--- src/rtl/pci_tgt_pkg.sv ---
// Shared types for the PCI target termination controller.
// Assumes: request and termination codes are fixed by the requirements.
package pci_tgt_pkg;

    typedef enum logic [2:0] {
        BE_WAIT  = 3'd0,
        BE_READY = 3'd1,
        BE_LAST  = 3'd2,
        BE_STOP  = 3'd3,
        BE_FATAL = 3'd4
    } be_req_e;

    typedef enum logic [1:0] {
        TT_NONE  = 2'd0,
        TT_RETRY = 2'd1,
        TT_DISC  = 2'd2,
        TT_ABORT = 2'd3
    } term_e;

    typedef enum logic [1:0] {
        ST_IDLE    = 2'd0,
        ST_DATA    = 2'd1,
        ST_RELEASE = 2'd2
    } tgt_state_e;

    typedef struct packed {
        logic trdy_n;
        logic stop_n;
        logic devsel_n;
    } bus_ctl_t;

endpackage

--- src/rtl/pci_tgt_claim.sv ---
// Address-phase detector and decode-delay pipeline.
// Finds the clock in which FRAME# first falls and, if the decoder hit,
// raises claim DECODE_CLKS-1 clocks later so that DEVSEL# lands in the
// clock DECODE_CLKS after the address phase.
// Assumes: hit is valid in the address phase; armed is high only while
// the sequencer is idle.
module pci_tgt_claim #(
    parameter int DECODE_CLKS = 2
) (
    input  logic clk,
    input  logic rst_n,
    input  logic frame_n,
    input  logic hit,
    input  logic armed,
    output logic claim
);

    logic frame_q;
    logic addr_hit;

    // Remember FRAME# of the previous clock to spot its falling edge.
    always_ff @(posedge clk) begin
        if (!rst_n) frame_q <= 1'b1;
        else        frame_q <= frame_n;
    end

    assign addr_hit = armed && !frame_n && frame_q && hit;

    generate
        if (DECODE_CLKS <= 1) begin : g_fast
            assign claim = addr_hit;
        end else begin : g_delayed
            localparam int STAGES = DECODE_CLKS - 1;
            logic [STAGES-1:0] pipe_q;

            // First stage captures a decoded hit in the address phase.
            always_ff @(posedge clk) begin
                if (!rst_n) pipe_q[0] <= 1'b0;
                else        pipe_q[0] <= addr_hit;
            end

            for (genvar i = 1; i < STAGES; i++) begin : g_stage
                // Each further stage adds one clock of decode time.
                always_ff @(posedge clk) begin
                    if (!rst_n) pipe_q[i] <= 1'b0;
                    else        pipe_q[i] <= pipe_q[i-1];
                end
            end

            assign claim = pipe_q[STAGES-1];
        end
    endgenerate

endmodule

--- src/rtl/pci_tgt_latency.sv ---
// Wait-state counter for the two latency limits.
// Counts consecutive clocks in which the target holds a phase open
// without TRDY# or STOP#. It flags expiry on the clock whose edge must
// assert STOP#. The limit in use depends on whether data has moved.
// Assumes: INIT_LAT and SUB_LAT are at least 1.
module pci_tgt_latency #(
    parameter int INIT_LAT = 16,
    parameter int SUB_LAT  = 8
) (
    input  logic clk,
    input  logic rst_n,
    input  logic run,
    input  logic after_data,
    output logic expired
);

    localparam int MAXL = (INIT_LAT > SUB_LAT) ? INIT_LAT : SUB_LAT;
    localparam int CW   = $clog2(MAXL + 1);
    localparam logic [CW-1:0] INIT_M1 = CW'(INIT_LAT - 1);
    localparam logic [CW-1:0] SUB_M1  = CW'(SUB_LAT - 1);

    logic [CW-1:0] cnt_q;
    logic [CW-1:0] limit_m1;

    assign limit_m1 = after_data ? SUB_M1 : INIT_M1;
    assign expired  = run && (cnt_q == limit_m1);

    // Count waiting clocks; any non-waiting clock restarts the count.
    always_ff @(posedge clk) begin
        if (!rst_n)        cnt_q <= '0;
        else if (!run)     cnt_q <= '0;
        else if (!expired) cnt_q <= cnt_q + 1'b1;
    end

endmodule

--- src/rtl/pci_tgt_phase_seq.sv ---
// Data-phase sequencer: owns TRDY#, STOP#, DEVSEL# and their enable.
// Applies the back-end request at each phase start. It holds the
// signals until the phase completes, keeps STOP# until FRAME# has gone
// high, and releases and then tri-states the pins after the last phase.
// Assumes: the master follows the bus rules for FRAME# and IRDY#.
module pci_tgt_phase_seq
    import pci_tgt_pkg::*;
(
    input  logic     clk,
    input  logic     rst_n,
    input  logic     frame_n,
    input  logic     irdy_n,
    input  logic     claim,
    input  be_req_e  be_req,
    input  logic     lat_expired,
    output bus_ctl_t ctl,
    output logic     drive,
    output logic     phase_done,
    output term_e    term,
    output logic     armed,
    output logic     lat_run,
    output logic     lat_after_data
);

    tgt_state_e state_q, state_d;
    bus_ctl_t   ctl_q, ctl_d;
    term_e      term_q, term_d;
    logic       moved_q, moved_d;
    logic       done_q;

    logic pending;
    logic done;
    logic xfer;
    logic moved_now;
    logic master_gone;

    assign pending     = !ctl_q.trdy_n || !ctl_q.stop_n;
    assign done        = (state_q == ST_DATA) && !irdy_n && pending;
    assign xfer        = done && !ctl_q.trdy_n;
    assign moved_now   = moved_q || xfer;
    assign master_gone = frame_n && irdy_n;

    assign lat_run        = (state_q == ST_DATA) && !pending && !master_gone;
    assign lat_after_data = moved_q;

    // Next-state, next-signal and termination-code decision.
    always_comb begin
        state_d = state_q;
        ctl_d   = ctl_q;
        term_d  = term_q;
        moved_d = moved_now;
        unique case (state_q)
            ST_IDLE: begin
                ctl_d   = '1;
                moved_d = 1'b0;
                if (claim) begin
                    state_d        = ST_DATA;
                    ctl_d.devsel_n = 1'b0;
                    term_d         = TT_NONE;
                end
            end
            ST_DATA: begin
                if (pending && !done) begin
                    ctl_d = ctl_q;
                end else if (done && frame_n) begin
                    state_d = ST_RELEASE;
                    ctl_d   = '1;
                end else if (done && !ctl_q.stop_n) begin
                    ctl_d.trdy_n = 1'b1;
                end else if (!pending && master_gone) begin
                    state_d = ST_RELEASE;
                    ctl_d   = '1;
                end else begin
                    ctl_d.trdy_n = 1'b1;
                    ctl_d.stop_n = 1'b1;
                    unique case (be_req)
                        BE_READY: ctl_d.trdy_n = 1'b0;
                        BE_LAST: begin
                            ctl_d.trdy_n = 1'b0;
                            ctl_d.stop_n = 1'b0;
                            term_d       = TT_DISC;
                        end
                        BE_STOP: begin
                            ctl_d.stop_n = 1'b0;
                            term_d       = moved_now ? TT_DISC : TT_RETRY;
                        end
                        BE_FATAL: begin
                            ctl_d.stop_n   = 1'b0;
                            ctl_d.devsel_n = 1'b1;
                            term_d         = TT_ABORT;
                        end
                        default: begin
                            if (lat_expired) begin
                                ctl_d.stop_n = 1'b0;
                                term_d       = moved_now ? TT_DISC : TT_RETRY;
                            end
                        end
                    endcase
                end
            end
            ST_RELEASE: begin
                state_d = ST_IDLE;
                ctl_d   = '1;
            end
            default: begin
                state_d = ST_IDLE;
                ctl_d   = '1;
            end
        endcase
    end

    // Register state, control levels, code and the phase-done pulse.
    always_ff @(posedge clk) begin
        if (!rst_n) begin
            state_q <= ST_IDLE;
            ctl_q   <= '1;
            term_q  <= TT_NONE;
            moved_q <= 1'b0;
            done_q  <= 1'b0;
        end else begin
            state_q <= state_d;
            ctl_q   <= ctl_d;
            term_q  <= term_d;
            moved_q <= moved_d;
            done_q  <= done;
        end
    end

    assign ctl        = ctl_q;
    assign drive      = (state_q != ST_IDLE);
    assign phase_done = done_q;
    assign term       = term_q;
    assign armed      = (state_q == ST_IDLE);

endmodule

--- src/rtl/pci_tgt_term.sv ---
// Top of the PCI target termination controller.
// Joins the claim detector, the latency counter and the phase sequencer.
// It presents active-low control levels plus a shared output enable.
// Assumes: the pad logic tri-states TRDY#, STOP# and DEVSEL# while
// ctl_oe is low.
module pci_tgt_term
    import pci_tgt_pkg::*;
#(
    parameter int DECODE_CLKS = 2,
    parameter int INIT_LAT    = 16,
    parameter int SUB_LAT     = 8
) (
    input  logic       clk,
    input  logic       rst_n,
    input  logic       frame_n,
    input  logic       irdy_n,
    input  logic       hit,
    input  logic [2:0] be_req,
    output logic       trdy_n,
    output logic       stop_n,
    output logic       devsel_n,
    output logic       ctl_oe,
    output logic       phase_done,
    output logic [1:0] term_type
);

    logic     claim;
    logic     armed;
    logic     lat_run;
    logic     lat_after_data;
    logic     lat_expired;
    bus_ctl_t ctl;
    term_e    term;

    pci_tgt_claim #(
        .DECODE_CLKS(DECODE_CLKS)
    ) u_claim (
        .clk    (clk),
        .rst_n  (rst_n),
        .frame_n(frame_n),
        .hit    (hit),
        .armed  (armed),
        .claim  (claim)
    );

    pci_tgt_latency #(
        .INIT_LAT(INIT_LAT),
        .SUB_LAT (SUB_LAT)
    ) u_latency (
        .clk       (clk),
        .rst_n     (rst_n),
        .run       (lat_run),
        .after_data(lat_after_data),
        .expired   (lat_expired)
    );

    pci_tgt_phase_seq u_seq (
        .clk           (clk),
        .rst_n         (rst_n),
        .frame_n       (frame_n),
        .irdy_n        (irdy_n),
        .claim         (claim),
        .be_req        (be_req_e'(be_req)),
        .lat_expired   (lat_expired),
        .ctl           (ctl),
        .drive         (ctl_oe),
        .phase_done    (phase_done),
        .term          (term),
        .armed         (armed),
        .lat_run       (lat_run),
        .lat_after_data(lat_after_data)
    );

    assign trdy_n    = ctl.trdy_n;
    assign stop_n    = ctl.stop_n;
    assign devsel_n  = ctl.devsel_n;
    assign term_type = term;

endmodule

--- config.mk ---
export PLATFORM = sky130hd
export DESIGN_NAME = pci_tgt_term
export DESIGN_NICKNAME = d
export VERILOG_FILES = /design/src/rtl/pci_tgt_pkg.sv /design/src/rtl/pci_tgt_claim.sv /design/src/rtl/pci_tgt_latency.sv /design/src/rtl/pci_tgt_phase_seq.sv /design/src/rtl/pci_tgt_term.sv
export SDC_FILE = /design/constraint.sdc
export NUM_CORES = 1
export LEC_CHECK = 0
export BUFFER_PORTS_ARGS = -buffer_cell sky130_fd_sc_hd__buf_2
export CAP_MARGIN = 20
export CORE_MARGIN = 1
export CORE_UTILIZATION = 46
export DETAILED_ROUTE_END_ITERATION = 7
export GPL_TIMING_DRIVEN = 0
export PLACE_DENSITY_LB_ADDON = 0.1
export SETUP_SLACK_MARGIN = 0.15
export SLEW_MARGIN = 20
export SYNTH_ARGS = -nofsm -noshare
export SYNTH_HDL_FRONTEND = slang
export SYNTH_HIERARCHICAL = 1
export SYNTH_SLANG_ARGS = --single-unit
--- constraint.sdc ---
create_clock -name clk -period 2.2 [get_ports clk]
set_input_delay 0.33 -clock clk [delete_from_list [all_inputs] [get_ports clk]]
set_output_delay 0.33 -clock clk [all_outputs]
set_load 0.03 [all_outputs]
==> flow_summary.json <==
{
  "holdWs_ns": 0.254,
  "path_class": "reg -> reg",
  "postSynth.asyncResetShare_pct": 0,
  "cts_htree_levels": 1,
  "crit_family": "compound AO/OA/AOI/OAI gates",
  "fmax_mhz": 535,
  "setup_tns_ns": 0,
  "clock_latency_ns": 0.29,
  "clk_pin_slew_ns": 0.10,
  "die_area_um2": 2220,
  "synth_cell_types": 44,
  "grt_max_degree": 12,
  "finalHoldViolations": 0,
  "vias": 884,
  "cp-end-kind": "flop",
  "maxCapViolCount": 0,
  "synthFlopType": "dfxtp_1",
  "filler_cell_count": 173,
  "worst-path-buf-inv": 3,
  "grt-ovfl-total": 0,
  "fp.coreArea_um2": 1820,
  "required_ns": 2.43,
  "power_leakage_uw": 0.000462,
  "worstPathMaxFanout": 9,
  "antenna_cells": 0,
  "final_cell_mix": "buf_2, dfxtp_1, nand2_1",
  "ys_seq_area_share_pct": 34.2,
  "final_core_util_pct": 60.8,
  "clock_sinks": 16,
  "slowest_stage": "dfxtp_1",
  "report.final.slew_viol_count": 0,
  "synth_edf_count": 0,
  "drt_first_iter_violations": 30,
  "drt-total-wl_um": 2060,
  "io_pins": 15,
  "hold_path.class": "in -> reg",
  "final_antenna_net_count": 0,
  "yosys_warnings": 6,
  "timing.final.crit_share_pct": 85.0,
  "status": "finished, final reports clean",
  "nets": 139,
  "ys_seq_elements": 16,
  "tightest_slew_ns": 0.462,
  "multi_input_area_um2": 586,
  "numCtsBuffers": 3,
  "grt_antenna_before_repair": 0,
  "dr.pass1.iters": 4,
  "area_growth_pct": 18.3,
  "syn_nets": 120,
  "cts_tree": "built",
  "grt_use_total_pct": 21.5,
  "globalplace.congestion": 0.846,
  "num_rows": 15,
  "cts-root-buf": "clkbuf_4",
  "path_cells": "clkbuf_4 > inv_1 > a2111oi_4 > and4b_1 > nand2_1 > inv_2 > a21o_1 > o221a_1 > mux2i_1",
  "netlist_area_um2": 936,
  "synth_cells": 111,
  "period_needed_ns": 1.87,
  "avgSynthCellArea_um2": 8.43,
  "relSlewSlack_pct": 69.1,
  "startpoint_type": "flop",
  "power_density_nw_per_um2": 519,
  "rsz0062_at_grt": "false",
  "seqCellArea_um2": 328,
  "initial_core_util_pct": 51.4,
  "cp_data_arrival_time_ns": 2.10,
  "grt_pass1_vias": 758,
  "clk_path_buf_depth": 2,
  "place.port_buffers": 13,
  "hpwl_um": 1460,
  "grt_pass1_wl_um": 3370,
  "avgRoutedWirePerCell_um": 13.4,
  "post-route-drc-count": 0,
  "dieHeight_um": 47.1,
  "drive_above_1_share_pct": 24.8,
  "irDropWorstVdd_mv": 0.392,
  "max_stage_delay_ns": 0.32,
  "viasPerCell": 5.74,
  "postCtsHoldBufs": 0,
  "finClkSkew_ns": 0.00306,
  "setup_violations": 0,
  "die_x_um": 47.1
}
-- registers in the layout, summed over array words and instances (netlist names) --
register,cells
u_seq/state_q,2
u_seq/term,2
u_seq/lat_after_data,1
u_claim/claim,1
u_seq/ctl,3
u_seq/phase_done,1
u_claim/frame_q,1
u_latency/cnt_q,5
-- worst paths after layout --
check                                              startpoint                           to  slack [ns]  cells past startpoint
worst max-delay path            u_seq/state_q[0]$_SDFFE_PN0P_   u_seq/term[1]$_SDFFE_PN0P_        0.33                      9
worst min register to register     u_claim/frame_q$_SDFF_PN1_     u_claim/claim$_SDFF_PN0_        0.45                      2
worst max register to register  u_seq/state_q[0]$_SDFFE_PN0P_   u_seq/term[1]$_SDFFE_PN0P_        0.33                      9
worst min-delay path                                   irdy_n  u_seq/phase_done$_SDFF_PN0_        0.25                      2
-- through the flow --
stage / worst slack, ns / cell area (um2) / total power [uW] / cells
2_1_floorplan: 0.196 / 957 / 358 / 111
3_3_place_gp: 0.0448 / 1050 / 381 / 149
3_5_place_dp: 0.0163 / 1050 / 382 / 149
4_1_cts: 0.158 / 1100 / 582 / 154
5_1_grt: 0.171 / 1110 / 599 / 154
6_report: 0.329 / 1110 / 574 / 154
-- cell families (layout without fill, tap and decap cells) --
logic type      count (synthesis)  in the layout  synth area share, %
simple gates                   44             44                 27.4
compound gates                 32             32                 24.7
flops                          16             16                 34.2
buf+inv                        11             29                 5.48
xor+xnor                        5              5                 4.68
mux                             2              2                 2.14
fa+ha+maj                       1              1                 1.34
-- what timing repair did --
action | in CTS | in global routing
resized for setup | 0 | 5
pin swaps | 1 | 3
buffers inserted | 1 | 0
hold endpoints to repair | 0 | 0
setup endpoints to repair | 3 | 3
-- synth_stat cells (2+ instances only) --
| master | number | share of area [%] |
|---|---|---|
| buf_2 | 2 | 1.1 |
| o21ai_0 | 3 | 1.6 |
| nand4_1 | 2 | 1.3 |
| xor2_1 | 3 | 2.8 |
| nand2b_1 | 3 | 2.0 |
| nor2_1 | 4 | 1.6 |
| o21bai_1 | 3 | 2.4 |
| a21o_1 | 3 | 2.4 |
| nor2b_1 | 2 | 1.3 |
| a21oi_1 | 8 | 4.3 |
| nand2_1 | 11 | 4.4 |
| mux2i_1 | 2 | 2.1 |
| a31oi_1 | 2 | 1.3 |
| dfxtp_1 | 16 | 34 |
| nand3_1 | 4 | 2.1 |
| inv_1 | 8 | 3.2 |
| nor3_1 | 4 | 2.1 |
| or2_2 | 2 | 1.3 |
| nor3b_1 | 3 | 2.4 |
| xnor2_1 | 2 | 1.9 |
-- routing by layer --
metal,track usage (%),part of all wire [%]
met1,27.7,45
met2,36.7,49
met3,2.31,5.7
met4,8.57,0.63
met5,0,0
-- final cells by class --
| cell class | instances | area share [%] |
|---|---|---|
| multi-input cells | 84 | 52.9 |
| flip-flops and latches | 16 | 29.6 |
| repair buffers | 14 | 6.55 |
| clock buffers | 4 | 3.28 |
| well taps | 25 | 2.82 |
| inverters | 8 | 2.71 |
| plain buffers | 3 | 2.15 |
-- report_power, final --
part / switching (uW) / internal [uW] / total, uW
clock network: 96.7 / 101 / 197
logic: 49.2 / 33.2 / 82.3
registers: 2.90 / 292 / 295
total: 149 / 426 / 574
Note: power is estimated with default switching activity, not from simulation.
